### src/rtl/pwm4_pkg.sv
package pwm4_pkg;

    localparam int PWM_CNT_W = 12;

    typedef enum logic [1:0] {
        PH_DTA = 2'd0,
        PH_OTA = 2'd1,
        PH_DTB = 2'd2,
        PH_OTB = 2'd3
    } phase_e;

    typedef enum logic [1:0] {
        MD_ONE  = 2'd0,
        MD_TWO  = 2'd1,
        MD_FOUR = 2'd2,
        MD_DUAL = 2'd3
    } mode_e;

    typedef struct packed {
        logic a;
        logic b;
    } lvl_t;

    // index of the final ramp of a cycle in each mode
    function automatic logic [1:0] last_ramp(mode_e m);
        case (m)
            MD_ONE:  return 2'd0;
            MD_FOUR: return 2'd3;
            default: return 2'd1;
        endcase
    endfunction

    function automatic lvl_t plain_levels(phase_e p);
        lvl_t l;
        l.a = (p == PH_OTA);
        l.b = (p == PH_OTB);
        return l;
    endfunction

    function automatic lvl_t table_levels(phase_e p, logic [7:0] v);
        lvl_t l;
        l.a = v[3'(p)];
        l.b = v[3'd4 + 3'(p)];
        return l;
    endfunction

endpackage

### src/rtl/pwm4_ramp.sv
module pwm4_ramp
    import pwm4_pkg::*;
#(
    parameter int CNT_W = PWM_CNT_W
) (
    input  logic             clk,
    input  logic             rst,
    input  logic             tick,
    input  mode_e            mode,
    input  logic [CNT_W-1:0] aset,
    input  logic [CNT_W-1:0] aclr,
    input  logic [CNT_W-1:0] bset,
    input  logic [CNT_W-1:0] bclr,
    output logic [CNT_W-1:0] cnt,
    output logic [1:0]       ridx,
    output logic             first,
    output logic             cyc_end
);

    logic [CNT_W-1:0] lim;
    logic             ramp_end;
    logic             at_last;

    // end value of the ramp currently running
    always_comb begin
        case (mode)
            MD_TWO:  lim = (ridx == 2'd0) ? aclr : bclr;
            MD_FOUR: begin
                case (ridx)
                    2'd0:    lim = aset;
                    2'd1:    lim = aclr;
                    2'd2:    lim = bset;
                    default: lim = bclr;
                endcase
            end
            default: lim = bclr;
        endcase
    end

    // >= keeps the ramp bounded if a limit drops below the count
    assign ramp_end = (cnt >= lim);
    assign at_last  = (ridx >= last_ramp(mode));
    assign cyc_end  = tick && ramp_end && at_last;

    always_ff @(posedge clk) begin
        if (rst) begin
            cnt   <= '0;
            ridx  <= 2'd0;
            first <= 1'b1;
        end else if (tick) begin
            if (ramp_end) begin
                cnt   <= '0;
                first <= 1'b0;
                ridx  <= at_last ? 2'd0 : ridx + 2'd1;
            end else begin
                cnt <= cnt + 1'b1;
            end
        end
    end

    // position frozen while tick is low
    p_hold_no_tick_r2: assert property (@(posedge clk) disable iff (rst)
        !tick |=> ($stable(cnt) && $stable(ridx)));

endmodule

### src/rtl/pwm4_phase.sv
module pwm4_phase
    import pwm4_pkg::*;
#(
    parameter int CNT_W = PWM_CNT_W
) (
    input  mode_e            mode,
    input  logic [CNT_W-1:0] cnt,
    input  logic [1:0]       ridx,
    input  logic             first,
    input  logic [CNT_W-1:0] aset,
    input  logic [CNT_W-1:0] aclr,
    input  logic [CNT_W-1:0] bset,
    input  logic [CNT_W-1:0] bclr,
    output phase_e           phase
);

    logic [CNT_W-1:0] ds_val;
    logic             ds_down;
    logic             ds_a_on;
    logic             ds_b_on;

    // dual slope: ramp 0 is mirrored into a falling value
    assign ds_down = (ridx == 2'd0);
    assign ds_val  = ds_down ? (bclr - cnt) : cnt;
    assign ds_a_on = (ds_val <= aset);
    assign ds_b_on = (ds_val > bset) && !(first && ds_down);

    always_comb begin
        case (mode)
            MD_ONE: begin
                if (cnt > bset)      phase = PH_OTB;
                else if (cnt > aclr) phase = PH_DTB;
                else if (cnt > aset) phase = PH_OTA;
                else                 phase = PH_DTA;
            end
            MD_TWO: begin
                if (ridx == 2'd0) phase = (cnt > aset) ? PH_OTA : PH_DTA;
                else              phase = (cnt > bset) ? PH_OTB : PH_DTB;
            end
            MD_FOUR: phase = phase_e'(ridx);
            default: begin
                if (ds_a_on)      phase = PH_OTA;
                else if (ds_b_on) phase = PH_OTB;
                else              phase = ds_down ? PH_DTA : PH_DTB;
            end
        endcase
    end

endmodule

### src/rtl/pwm4_out.sv
module pwm4_out
    import pwm4_pkg::*;
(
    input  logic       clk,
    input  logic       rst,
    input  phase_e     phase,
    input  logic       ovr_en,
    input  logic [7:0] ovr_lvl,
    input  logic       chg_clr,
    output logic       out_a,
    output logic       out_b,
    output logic       chg_flag
);

    lvl_t lv;
    lvl_t lv_q;

    assign lv    = ovr_en ? table_levels(phase, ovr_lvl) : plain_levels(phase);
    assign out_a = lv.a;
    assign out_b = lv.b;

    // previous levels track the outputs at all times, reset included
    always_ff @(posedge clk) begin
        lv_q <= lv;
    end

    always_ff @(posedge clk) begin
        if (rst) chg_flag <= 1'b0;
        else     chg_flag <= (chg_flag && !chg_clr) || (lv != lv_q);
    end

    // dead times keep both outputs low without override
    p_dead_low_r8: assert property (@(posedge clk) disable iff (rst)
        (!ovr_en && (phase == PH_DTA || phase == PH_DTB)) |-> (!out_a && !out_b));

    // a level change is always recorded
    p_change_seen_r11: assert property (@(posedge clk) disable iff (rst)
        ((out_a != $past(out_a)) || (out_b != $past(out_b))) |=> chg_flag);

endmodule

### src/rtl/pwm4_gen.sv
module pwm4_gen
    import pwm4_pkg::*;
#(
    parameter int CNT_W = PWM_CNT_W
) (
    input  logic             clk,
    input  logic             rst,
    input  logic             tick,
    input  logic [1:0]       mode,
    input  logic [CNT_W-1:0] cmp_a_set,
    input  logic [CNT_W-1:0] cmp_a_clr,
    input  logic [CNT_W-1:0] cmp_b_set,
    input  logic [CNT_W-1:0] cmp_b_clr,
    input  logic             ovr_en,
    input  logic [7:0]       ovr_lvl,
    input  logic             ovf_clr,
    input  logic             chg_clr,
    output logic             out_a,
    output logic             out_b,
    output logic [1:0]       phase,
    output logic             ovf_pulse,
    output logic             ovf_flag,
    output logic             chg_flag
);

    mode_e            md;
    phase_e           ph;
    logic [CNT_W-1:0] cnt;
    logic [1:0]       ridx;
    logic             first;
    logic             cyc_end;

    assign md    = mode_e'(mode);
    assign phase = ph;

    pwm4_ramp #(.CNT_W(CNT_W)) u_ramp (
        .clk     (clk),
        .rst     (rst),
        .tick    (tick),
        .mode    (md),
        .aset    (cmp_a_set),
        .aclr    (cmp_a_clr),
        .bset    (cmp_b_set),
        .bclr    (cmp_b_clr),
        .cnt     (cnt),
        .ridx    (ridx),
        .first   (first),
        .cyc_end (cyc_end)
    );

    pwm4_phase #(.CNT_W(CNT_W)) u_phase (
        .mode  (md),
        .cnt   (cnt),
        .ridx  (ridx),
        .first (first),
        .aset  (cmp_a_set),
        .aclr  (cmp_a_clr),
        .bset  (cmp_b_set),
        .bclr  (cmp_b_clr),
        .phase (ph)
    );

    pwm4_out u_out (
        .clk      (clk),
        .rst      (rst),
        .phase    (ph),
        .ovr_en   (ovr_en),
        .ovr_lvl  (ovr_lvl),
        .chg_clr  (chg_clr),
        .out_a    (out_a),
        .out_b    (out_b),
        .chg_flag (chg_flag)
    );

    always_ff @(posedge clk) begin
        if (rst) begin
            ovf_pulse <= 1'b0;
            ovf_flag  <= 1'b0;
        end else begin
            ovf_pulse <= cyc_end;
            ovf_flag  <= (ovf_flag && !ovf_clr) || cyc_end;
        end
    end

    // a cycle end is only reached through a tick
    p_ovf_after_tick_r10: assert property (@(posedge clk) disable iff (rst)
        ovf_pulse |-> $past(tick));

    // pulse and sticky flag appear together
    p_ovf_flag_r10: assert property (@(posedge clk) disable iff (rst)
        ovf_pulse |-> ovf_flag);

    // B held low on the first falling slope
    p_first_b_low_r7: assert property (@(posedge clk) disable iff (rst)
        (md == MD_DUAL && first && ridx == 2'd0 && !ovr_en) |-> !out_b);

endmodule

### config.mk
export PLATFORM = sky130hd
export DESIGN_NAME = pwm4_gen
export DESIGN_NICKNAME = d
export VERILOG_FILES = /design/src/rtl/pwm4_pkg.sv /design/src/rtl/pwm4_ramp.sv /design/src/rtl/pwm4_phase.sv /design/src/rtl/pwm4_out.sv /design/src/rtl/pwm4_gen.sv
export SDC_FILE = /design/constraint.sdc
export NUM_CORES = 1
export LEC_CHECK = 0
export BUFFER_PORTS_ARGS = -buffer_cell sky130_fd_sc_hd__buf_2
export CAP_MARGIN = 20
export CORE_UTILIZATION = 30
export CTS_CLUSTER_DIAMETER = 100
export DETAILED_ROUTE_END_ITERATION = 8
export PLACE_DENSITY = 0.59
export SKIP_LAST_GASP = 1
export SYNTH_ARGS = -nofsm -noshare
export SYNTH_HDL_FRONTEND = slang
export SYNTH_SLANG_ARGS = --single-unit
### constraint.sdc
create_clock -name clk -period 5.9 [get_ports clk]
set_input_delay 0 -clock clk [delete_from_list [all_inputs] [get_ports clk]]
set_output_delay 0 -clock clk [all_outputs]
set_load 0.01 [all_outputs]
==> summary.txt, run 1 <==
Min path
  – Min-Delay Path Class: input port to flip-flop
  – Hold path cells: 4

Routing
  – ANT nets after route: 0
  – Via Count: ~3800
  – Pre-antenna DRT Iters: 4
  – Final wirelength: roughly 12 mm
  – Routed len/inst: 15.86 µm
  – DRC: 0
  – Initial drt markers: between 200 and 250
  – Vias/cell: 5.193

Setup path
  – Worst endpoint data arrival time: 5.49 ns
  – Req. time, crit path: ~5.9 ns
  – Setup crit end kind: output port
  – Worst-path fanout max: 7
  – Crit start category: flip-flop
  – Reg2Reg Depth: 23
  – Worst setup path class: flip-flop to output port

Synth
  – Post-synth cell types: 45
  – Synth top cells by count: ha_1, inv_1, nand2_1
  – Number of synthesized flops with an enable pin: 0
  – Gate count of the mapped netlist: 502
  – Syn. warnings: 0
  – Yosys top cell area share: between 30% and 40%
  – Post-synth ARST share: 0%
  – Syn_nets: ~660
  – Synthesis-stage register bit count: 20
  – Sequential element share of the synthesized area: about 11%
  – Most numerous cell in the Yosys netlist: ha_1
  – Top post-synthesis cells by area: ha_1, dfxtp_1, inv_1
  – Top FF cell, synth: dfxtp_1
  – Mapped cell area: around 3700 µm²
  – Post-synth top area cell: ha_1
  – Mapped Avg Cell Area: approximately 7.4 µm²

Timing
  – Fmax: approximately 180 MHz
  – Final period util: roughly 93%
  – Slew Limit Fails: 0
  – RSZ-0062 raised after global routing: no
  – Final setup fails: 0
  – Tmin final: between 5 and 6 ns
  – Skew final: 0.007647 ns
  – Tightest Pin Transition: 0.7637 ns
  – Setup TNS: 0 ns
  – Fin worst setup slack: 0.4114 ns
  – Slew margin rel.: 48.55%
  – Final hold vios: 0

Layout
  – Antenna cells: 0
  – Post-route insts no fill: 734
  – Fin nets: approximately 730
  – Final Util: a little over a third
  – Layout Area Growth over Synthesis: 17.14%
  – Layout cells sized above 1: 14.49%

CTS
  – Clock latency on the worst-skew pair: roughly 0.26 ns
  – CTS tree: done
  – Clock Path Buffers: 2
  – CTS clock-pin slew for the worst setup and hold paths: ~0.06 ns
  – CTS Hold Buffers Added: 0
  – TritonCTS buffer count: 3
  – Clock H-tree levels: 1
  – CTS root buf: clkbuf_16
  – Sink Count: 20

Floorplanning
  – Die area: 12910 µm²
  – Core area: about 12000 µm²
  – Boundary pin count: 71
  – Die W: 113.6 µm
  – Vert. Die Dim: 113.6 µm
  – Initial Utilization: about 31%
  – FP Rows: 40

Place
  – DP Worst Slack: between 0.5 and 0.6 ns
  – Placer Congestion: 0.8773
  – Placed Cells: 730
  – DP HPWL: approximately 9.7 mm
  – IO buf count: 70

Power
  – Pwr Density: between 100 and 150 nW/µm²
  – Max IR drop VDD: 0.07571 mV
  – Leakage: 2.234 nW
  – Total power: 0.5865 mW

GRT
  – Grt peak-use layer: met2
  – Routing usage on met1: 25.80%
  – Initial antenna violation count: 0
  – Largest net degree at the start of global routing: 36
  – Met2 Usage GRT: around 30%
  – Global route overflow: 0
  – Gr usage total: between 10% and 20%
  – First-pass GRT wire length: roughly 18 mm
  – Number of global-route vias before repair: around 3700
  – M3 GR Usage: 1.010%

Run status
  – Outcome: complete, no violations

Flow run
  – Max Cap Viol: 0
==> repair_timing <==
| item | in CTS | in global routing |
|---|---|---|
| endpoints found under the setup margin | 0 | 2 |
| setup buffers | 0 | 0 |
| gates resized for setup | 0 | 1 |
==> where the power goes <==
part	leakage [nW]	switching, mW	total, mW	internal, mW
combinational	2.02	0.144	0.251	0.107
sequential	0.163	0.00399	0.143	0.139
clock	0.0511	0.0569	0.192	0.135
==> per-stage QoR <==
stage | cell area (µm²) | hold slack, ns
after CTS | 4378 | 0.01262
after floorplan | 3739 | 0.1809
after global routing | 4379 | 0.02865
after global placement | 4273 | 0.2754
after detailed placement | 4273 | 0.2792
final | 4379 | 0.01066
==> state kept, by name, indices dropped and copies added (netlist names) <==
register and cells:
u_ramp.cnt 12, u_out.lv_q 2, u_ramp.ridx 2, ovf_flag 1, ovf_pulse 1, u_out.chg_flag 1
u_ramp.first 1
==> worst paths after layout <==
check	from	slack, ns	end
max reg2reg	u_ramp.cnt[2]	0.47	u_out.chg_flag
min	ovf_clr	0.01	ovf_flag
min reg2reg	ovf_flag	0.46	ovf_flag
max	u_ramp.cnt[2]	0.41	out_a
==> cells in the final DEF (no fill, tap or decap), types with 2 or more instances in the layout <==
cell type,netlist,final
nor2_1,23,23
nand4_1,18,18
or3_1,4,4
nor3_1,9,9
inv_1,64,64
mux2i_1,4,4
dfxtp_1,20,19
buf_4,0,3
nand3_1,13,13
o211ai_1,4,4
o21a_1,5,5
buf_2,0,70
nand2_1,42,42
a22oi_1,23,23
a21o_1,6,6
xnor2_1,14,14
and3_1,5,5
nor2b_1,10,10
nand2b_1,11,11
ha_1,95,95
o31ai_1,2,2
nor3b_1,2,2
and2_1,3,3
a211o_1,7,7
a31oi_1,5,5
a211oi_1,5,5
nand3b_1,2,2
o21ai_0,35,35
a21boi_0,4,4
clkbuf_16,0,3
xor2_1,3,3
a221oi_1,2,2
a21oi_1,35,35
==> cell type report <==
class / instances / area (µm²)
fillers: 1303 / 7682
multi-input cells: 404 / 3045
flip-flops and latches: 20 / 401.6
repair buffers: 73 / 372.9
inverters: 65 / 244.0
well taps: 168 / 210.2
clock buffers: 3 / 75.07
clock inverters: 1 / 30.03
==> critical path: stages, from the launching register on <==
cell and delay [ns]:
dfxtp_1 0.45, inv_1 0.12, ha_1 0.33, o21ai_0 0.14, a21boi_0 0.15, o21ai_0 0.26, a21boi_0 0.16, o21ai_0 0.25
a21oi_1 0.15, o41ai_1 0.33, mux2i_1 0.27, xor2_1 0.23, ha_1 0.30, nand2_1 0.08, nor2_1 0.04, a211oi_1 0.29
nor3b_1 0.33, a211oi_1 0.09, a311oi_2 0.28, inv_2 0.11, mux2_4 0.31, a221o_1 0.39, buf_2 0.15
==> per-layer routing <==
layer / wire length [µm] / part of all wire [%] / up-vias
li1: - / - / 1946
met1: 5444 / 47 / 1754
met2: 5149 / 44 / 99
met3: 833 / 7.2 / 13
met4: 216 / 1.9 / 0
met5: 0 / 0 / -
==> cell families after synthesis <==
family / count (synthesis) / share of synthesized area [%]
simple gates: 144 / 19.21
compound gates: 141 / 24.16
fa+ha+maj: 96 / 32.33
buf+inv: 78 / 7.831
flops: 20 / 10.71
xor+xnor: 17 / 3.983
mux: 6 / 1.774
No activity file was read; power rests on OpenSTA's default activity.
==> run 2: changes to the inputs <==
--- a/config.mk
+++ b/config.mk
@@ -7,9 +7,11 @@
 export LEC_CHECK = 0
 export BUFFER_PORTS_ARGS = -buffer_cell sky130_fd_sc_hd__buf_2
 export CAP_MARGIN = 20
+export CORE_MARGIN = 2
 export CORE_UTILIZATION = 30
 export CTS_CLUSTER_DIAMETER = 100
 export DETAILED_ROUTE_END_ITERATION = 8
+export GPL_TIMING_DRIVEN = 0
 export PLACE_DENSITY = 0.59
 export SKIP_LAST_GASP = 1
 export SYNTH_ARGS = -nofsm -noshare
==> run 2 against run 1 <==
Sequential cell count stayed put. Non-clock buffer count is 8 higher. Count of clock-buffer cells in the layout stayed put. Clock power hardly changed. Utilization is 0.12 points higher. Highest routed layer unchanged. Via count is 2.1% higher. Fmax is 0.80% lower.
==> summary.txt, run 2 (same netlist as run 1, synthesis figures left out) <==
Run status
  – Outcome: complete, no violations (unchanged)

Layout
  – Register area: 405.4 µm² (was 401.6 µm²)
  – Antenna cells: 0 (unchanged)
  – Fin nets: 735 (was 727)
  – Filler instances: 1302 (was 1303)
  – Max reg flops: 12 (unchanged)
  – Commonest cells after routing, fill and taps aside: ha_1, buf_2, inv_1, nand2_1, a21oi_1 (was ha_1, buf_2, inv_1, nand2_1)
  – Multi-input combinational cell area: 3058 µm² (was 3045 µm²)
  – Biggest regs: u_ramp.cnt (12), u_out.lv_q (2), u_ramp.ridx (2) (unchanged)
  – Biggest register: u_ramp.cnt (unchanged)
  – Commonest non-fill, non-tap cell in the layout: ha_1 (unchanged)
  – Layout cells sized above 1: 13.94% (was 14.49%)
  – Layout Area Growth over Synthesis: 18.01% (was 17.14%)

Routing
  – Initial drt markers: 188 (was 228)
  – Final wirelength: 12.09 mm (was 11.64 mm)
  – Pre-antenna DRT Iters: 4 (unchanged)
  – Vias/cell: 5.244 (was 5.193)
  – Via Count: 3891 (was 3812)
  – DRC: 0 (unchanged)
  – ANT nets after route: 0 (unchanged)
  – Routed len/inst: 16.30 µm (was 15.86 µm)

Timing
  – Final period util: 93.78% (was 93.03%)
  – Slew Limit Fails: 0 (unchanged)
  – WHS: 0.01641 ns (was 0.01066 ns)
  – Fmax: 180.7 MHz (was 182.2 MHz)
  – Final hold vios: 0 (unchanged)
  – Skew final: 0.01056 ns (was 0.007647 ns)
  – Final setup fails: 0 (unchanged)
  – Slew margin rel.: 50.74% (was 48.55%)
  – RSZ-0062 raised after global routing: no (unchanged)
  – Tmin final: 5.533 ns (was 5.489 ns)
  – Setup TNS: 0 ns (unchanged)
  – Tightest Pin Transition: 0.7389 ns (was 0.7637 ns)

Floorplanning
  – Initial Utilization: 30.87% (was 31.00%)
  – Core area: 12110 µm² (was 12060 µm²)
  – Die area: 13370 µm² (was 12910 µm²)
  – Vert. Die Dim: 115.6 µm (was 113.6 µm)
  – FP Rows: 40 (unchanged)
  – Die W: 115.6 µm (was 113.6 µm)
  – Boundary pin count: 71 (unchanged)

Setup path
  – Crit start category: flip-flop (unchanged)
  – Req. time, crit path: 5.90 ns (about the same)
  – Worst endpoint data arrival time: 5.53 ns (was 5.49 ns)
  – CP max-delay cell: dfxtp_2 (was dfxtp_1)
  – Worst-path fanout max: 7 (unchanged)
  – Setup crit end kind: output port (unchanged)
  – Worst path max stage delay: 0.42 ns (was 0.45 ns)
  – CP Cell Sequence: inv_1, ha_1, nor2b_1, o21ai_0, a21boi_0, o21ai_1, a21oi_1, o21ai_0, a21boi_0, o21a_1, o21a_1, o31ai_1, ha_1, nand4_1, a211o_1, a311o_1, a211oi_1, a311oi_2, inv_2, mux2_4, a221o_1, buf_2 (was inv_1, ha_1, o21ai_0, a21boi_0, o21ai_0, a21boi_0, o21ai_0, a21oi_1, o41ai_1, mux2i_1, xor2_1, ha_1, nand2_1, nor2_1, a211oi_1, nor3b_1, a211oi_1, a311oi_2, inv_2, mux2_4, a221o_1, buf_2)
  – Worst setup path class: flip-flop to output port (unchanged)

Place
  – Placer Congestion: 0.8674 (was 0.8773)
  – IO buf count: 68 (was 70)
  – DP HPWL: 10.07 mm (was 9.743 mm)

Power
  – Gate power share: 43.1% (was 42.9%)
  – Clock Power Share: 32.3% (was 32.7%)
  – Leakage: 2.235 nW (was 2.234 nW)
  – Int Pwr: 0.3814 mW (was 0.3816 mW)
  – Net Switching: 0.2058 mW (was 0.2049 mW)
  – Max IR drop VDD: 0.08094 mV (was 0.07571 mV)
  – Switching share of power: 35.05% (was 34.93%)
  – Register share of total power: 24.6% (was 24.4%)
  – Pwr Density: 133.1 nW/µm² (was 133.9 nW/µm²)

GRT
  – Number of global-route vias before repair: 3797 (was 3682)
  – Global route overflow: 0 (unchanged)
  – Largest net degree at the start of global routing: 14 (was 36)
  – Gr usage total: 18.06% (was 18.31%)
  – Initial antenna violation count: 0 (unchanged)
  – First-pass GRT wire length: 19.19 mm (was 18.46 mm)

CTS
  – Post-CTS setup buffer count: 0 (unchanged)
  – Clock latency on the worst-skew pair: 0.26 ns (about the same)
  – Clock H-tree levels: 1 (unchanged)
  – TritonCTS buffer count: 3 (unchanged)
  – Clock Path Buffers: 2 (unchanged)
  – CTS tree: done (unchanged)
  – CTS Hold Buffers Added: 0 (unchanged)
  – CTS clock-pin slew for the worst setup and hold paths: 0.06 ns (about the same)
  – Sink Count: 20 (unchanged)
  – CTS root buf: clkbuf_16 (unchanged)

Flow run
  – Max Cap Viol: 0 (unchanged)

Min path
  – Min-Delay Path Class: input port to flip-flop (unchanged)
-- run 2: area by class of cell --
type	instances	share of cell area [%]
Clock buffer	3	1.702
Buffer	13	1.106
Sequential cell	20	9.189
Tap cell	168	4.765
Multi-Input combinational cell	404	69.31
Timing Repair Buffer	68	7.714
Clock inverter	1	0.6807
Inverter	65	5.530
-- run 2: worst max-delay path, delay by kind of cell (launching register included) --
family	cells	cell delay, ns
flops	1	0.42
compound gates	14	3.30
buf+inv	3	0.38
fa+ha+maj	2	0.55
simple gates	2	0.31
mux	1	0.30
-- run 2: worst paths after layout --
kind                                    start        endpoint  slack [ns]  cells after the start
worst max-delay path            u_ramp.cnt[2]           out_a        0.37                     22
worst min-delay path                  ovf_clr        ovf_flag        0.02                      4
worst max register to register  u_ramp.cnt[2]  u_out.chg_flag        0.40                     23
worst min register to register       ovf_flag        ovf_flag        0.46                      2
-- run 2: through the flow --
step           power, mW  cell area [µm²]  util [%]  instances  worst slack, ns
2_1_floorplan     0.3097             3739         -        502           0.9206
3_3_place_gp      0.3854             4289     35.41        738          0.03261
3_5_place_dp      0.3944             4289     35.41        738         -0.03164
4_1_cts           0.5827             4395     36.29        742           0.1040
5_1_grt           0.6273             4412     36.43        742          0.01757
6_report          0.5872             4412     36.43        742           0.3671
-- run 2: layer usage --
metal  wire [µm]  up-vias  track usage, %
met3         434       13           1.255
met4         189        0           4.206
met2        5454       96           29.24
met1        6015     1818           26.24
met5           0        -               0
li1            -     1964               -
-- run 2: power by group through the flow --
stage	Sequential (mW)	Combinational [mW]	Clock (mW)
3_5_place_dp	0.147	0.247	0
3_3_place_gp	0.147	0.238	0
4_1_cts	0.144	0.249	0.189
6_report	0.145	0.253	0.190
2_1_floorplan	0.146	0.163	0
5_1_grt	0.145	0.286	0.196
-- run 2: what timing repair did --
item / CTS / global route
gates cloned: 0 / 0
setup endpoints to repair: 3 / 5
resized for setup: 1 / 6
hold endpoints to repair: 0 / 0
pin swaps: 0 / 0
==> run 3: changes to the inputs <==
--- a/config.mk
+++ b/config.mk
@@ -11,7 +11,7 @@
 export CORE_UTILIZATION = 30
 export CTS_CLUSTER_DIAMETER = 100
 export DETAILED_ROUTE_END_ITERATION = 8
-export GPL_TIMING_DRIVEN = 0
+export GPL_TIMING_DRIVEN = 1
 export PLACE_DENSITY = 0.59
 export SKIP_LAST_GASP = 1
 export SYNTH_ARGS = -nofsm -noshare
==> run 3 against run 2 <==
Die area unchanged. Sequential cell count unchanged. Fmax up 2.9%. Clock power down 21%. Sequential power about the same. Hold slack worse by 0.0057 ns. Wire length down 3.5%. Non-clock buffer count down 8. Clock skew down 0.0016 ns. Utilization down 0.41 points. Largest power group unchanged.
==> summary.txt, run 3 (same netlist as run 1, synthesis figures left out) <==
GRT
  – Global route overflow: 0 (unchanged)
  – Initial antenna violation count: 0 (unchanged)
  – Number of global-route vias before repair: 3648 (was 3797)
  – First-pass GRT wire length: 18.35 mm (was 19.19 mm)
  – Largest net degree at the start of global routing: 36 (was 14)
  – Gr usage total: 17.57% (was 18.06%)

Timing
  – Skew final: 0.009001 ns (was 0.01056 ns)
  – WHS: 0.01067 ns (was 0.01641 ns)
  – Setup TNS: 0 ns (unchanged)
  – Tmin final: 5.376 ns (was 5.533 ns)
  – Final period util: 91.12% (was 93.78%)
  – Slew margin rel.: 56.79% (was 50.74%)
  – Fin worst setup slack: 0.5237 ns (was 0.3671 ns)
  – RSZ-0062 raised after global routing: no (unchanged)
  – Tightest Pin Transition: 0.6481 ns (was 0.7389 ns)
  – Final setup fails: 0 (unchanged)
  – Fmax: 186.0 MHz (was 180.7 MHz)
  – Slew Limit Fails: 0 (unchanged)
  – Final hold vios: 0 (unchanged)

Place
  – IO buf count: 70 (was 68)
  – DP Worst Slack: 0.5203 ns (was -0.03164 ns)
  – DP HPWL: 9.698 mm (was 10.07 mm)
  – Placer Congestion: 0.9129 (was 0.8674)

Power
  – Pwr Density: 125.0 nW/µm² (was 133.1 nW/µm²)
  – Max IR drop VDD: 0.08678 mV (was 0.08094 mV)
  – Leakage: 2.227 nW (was 2.235 nW)

Layout
  – Commonest cells after routing, fill and taps aside: ha_1, buf_2, inv_1, nand2_1, a21oi_1 (unchanged)
  – Antenna cells: 0 (unchanged)
  – Biggest register: u_ramp.cnt (unchanged)
  – Layout Area Growth over Synthesis: 16.67% (was 18.01%)
  – Layout cells sized above 1: 14.69% (was 13.94%)
  – Filler instances: 1301 (was 1302)
  – Fin nets: 727 (was 735)
  – Max reg flops: 12 (unchanged)
  – Biggest regs: u_ramp.cnt (12), u_out.lv_q (2), u_ramp.ridx (2) (unchanged)
  – Commonest non-fill, non-tap cell in the layout: ha_1 (unchanged)

Routing
  – Routed len/inst: 15.93 µm (was 16.30 µm)
  – DRC: 0 (unchanged)
  – Initial drt markers: 286 (was 188)
  – ANT nets after route: 0 (unchanged)
  – Via Count: 3811 (was 3891)
  – Final wirelength: 11.67 mm (was 12.09 mm)
  – Pre-antenna DRT Iters: 5 (was 4)
  – Vias/cell: 5.199 (was 5.244)

CTS
  – CTS tree: done (unchanged)
  – CTS Hold Buffers Added: 0 (unchanged)
  – Post-CTS setup buffer count: 0 (unchanged)
  – Clock latency on the worst-skew pair: 0.27 ns (was 0.26 ns)
  – CTS root buf: clkbuf_16 (unchanged)
  – Post-cts resize count: 0 (was 1)
  – Clock H-tree levels: 1 (unchanged)
  – CTS clock-pin slew for the worst setup and hold paths: 0.07 ns (was 0.06 ns)
  – Sink Count: 20 (unchanged)
  – Clock Path Buffers: 2 (unchanged)
  – TritonCTS buffer count: 3 (unchanged)

Setup path
  – Req. time, crit path: 5.90 ns (about the same)
  – Crit start category: flip-flop (unchanged)
  – Reg-to-reg endpoint: u_out.chg_flag (unchanged)
  – Reg2Reg Depth: 23 (unchanged)
  – Worst endpoint data arrival time: 5.38 ns (was 5.53 ns)
  – R2r startpoint: u_ramp.cnt[2] (unchanged)
  – Worst setup path class: flip-flop to output port (unchanged)
  – Setup crit end kind: output port (unchanged)
  – Internal reg-to-reg setup slack: 0.58 ns (was 0.40 ns)
  – Worst-path fanout max: 7 (unchanged)

Floorplanning
  – Die W: 115.6 µm (unchanged)
  – FP Rows: 40 (unchanged)
  – Core area: 12110 µm² (unchanged)
  – Boundary pin count: 71 (unchanged)
  – Vert. Die Dim: 115.6 µm (unchanged)
  – Initial Utilization: 30.87% (unchanged)
  – Die area: 13370 µm² (unchanged)

Min path
  – WHS Endpoint: ovf_flag (unchanged)
  – Hold path cells: 4 (unchanged)
  – Min-Delay Path Class: input port to flip-flop (unchanged)
  – HP Start: ovf_clr (unchanged)

Run status
  – Outcome: complete, no violations (unchanged)

Flow run
  – Max Cap Viol: 0 (unchanged)
run 3: cell count changes in the layout (fill, tap and decap cells not counted), sizes merged:
cell / before / now
clkbuf: 16 / 3
buf: 68 / 73
bufinv: 1 / 0
run 3: final cells by class:
type                            count  area [µm²]  share of cell area (%)
Tap cell                          168       210.2                   4.819
Multi-Input combinational cell    404        3058                   70.11
Sequential cell                    20       401.6                   9.208
Clock buffer                        3       75.07                   1.721
Inverter                           65       244.0                   5.594
Timing Repair Buffer               73       372.9                   8.548
run 3: power breakdown:
part	total, mW	switching [mW]	internal (mW)
logic	0.252	0.144	0.108
registers	0.143	0.00387	0.139
clock network	0.151	0.0606	0.0899
run 3: through the flow:
| stage | utilization (%) | std cells | cell area (µm²) | power, mW |
|---|---|---|---|---|
| after detailed placement | 35.28 | 730 | 4273 | 0.3940 |
| after CTS | 35.90 | 733 | 4348 | 0.5421 |
| after floorplan | - | 502 | 3739 | 0.3097 |
| final | 36.01 | 733 | 4362 | 0.5454 |
| after global routing | 36.01 | 733 | 4362 | 0.5892 |
| after global placement | 35.28 | 730 | 4273 | 0.3872 |
run 3: routing by layer:
layer  routed length, µm  up-vias  track usage, %
met3                 600       12          0.7322
met2                5254      114           29.28
met4                 136        0           3.254
met1                5682     1747           25.48
li1                    -     1938               -
met5                   0        -               0
run 3: worst max path at each step:
stage / end / cells after the start / start
floorplan: u_out.chg_flag / 23 / u_ramp.cnt[1]
global placement: u_out.chg_flag / 24 / u_ramp.cnt[2]
detailed placement: u_out.chg_flag / 24 / u_ramp.cnt[2]
CTS: out_a / 23 / u_ramp.cnt[2]
global route: out_a / 22 / u_ramp.cnt[2]
finish: out_a / 22 / u_ramp.cnt[2]
run 3: critical path, cell delays in order, from the launching register on:
cell and delay (ns):
dfxtp_1 0.45, inv_1 0.12, ha_1 0.34, nor2b_1 0.15
o21ai_0 0.19, a21boi_0 0.14, o21ai_1 0.19, a21oi_1 0.11
o21ai_0 0.19, a21boi_0 0.14, o21a_1 0.22, o21a_1 0.18
o31ai_1 0.36, ha_1 0.23, nand4_1 0.14, a211o_1 0.32
a311o_1 0.29, a211oi_1 0.30, a311oi_2 0.09, inv_2 0.12
mux2_4 0.30, a221o_1 0.39, buf_2 0.16
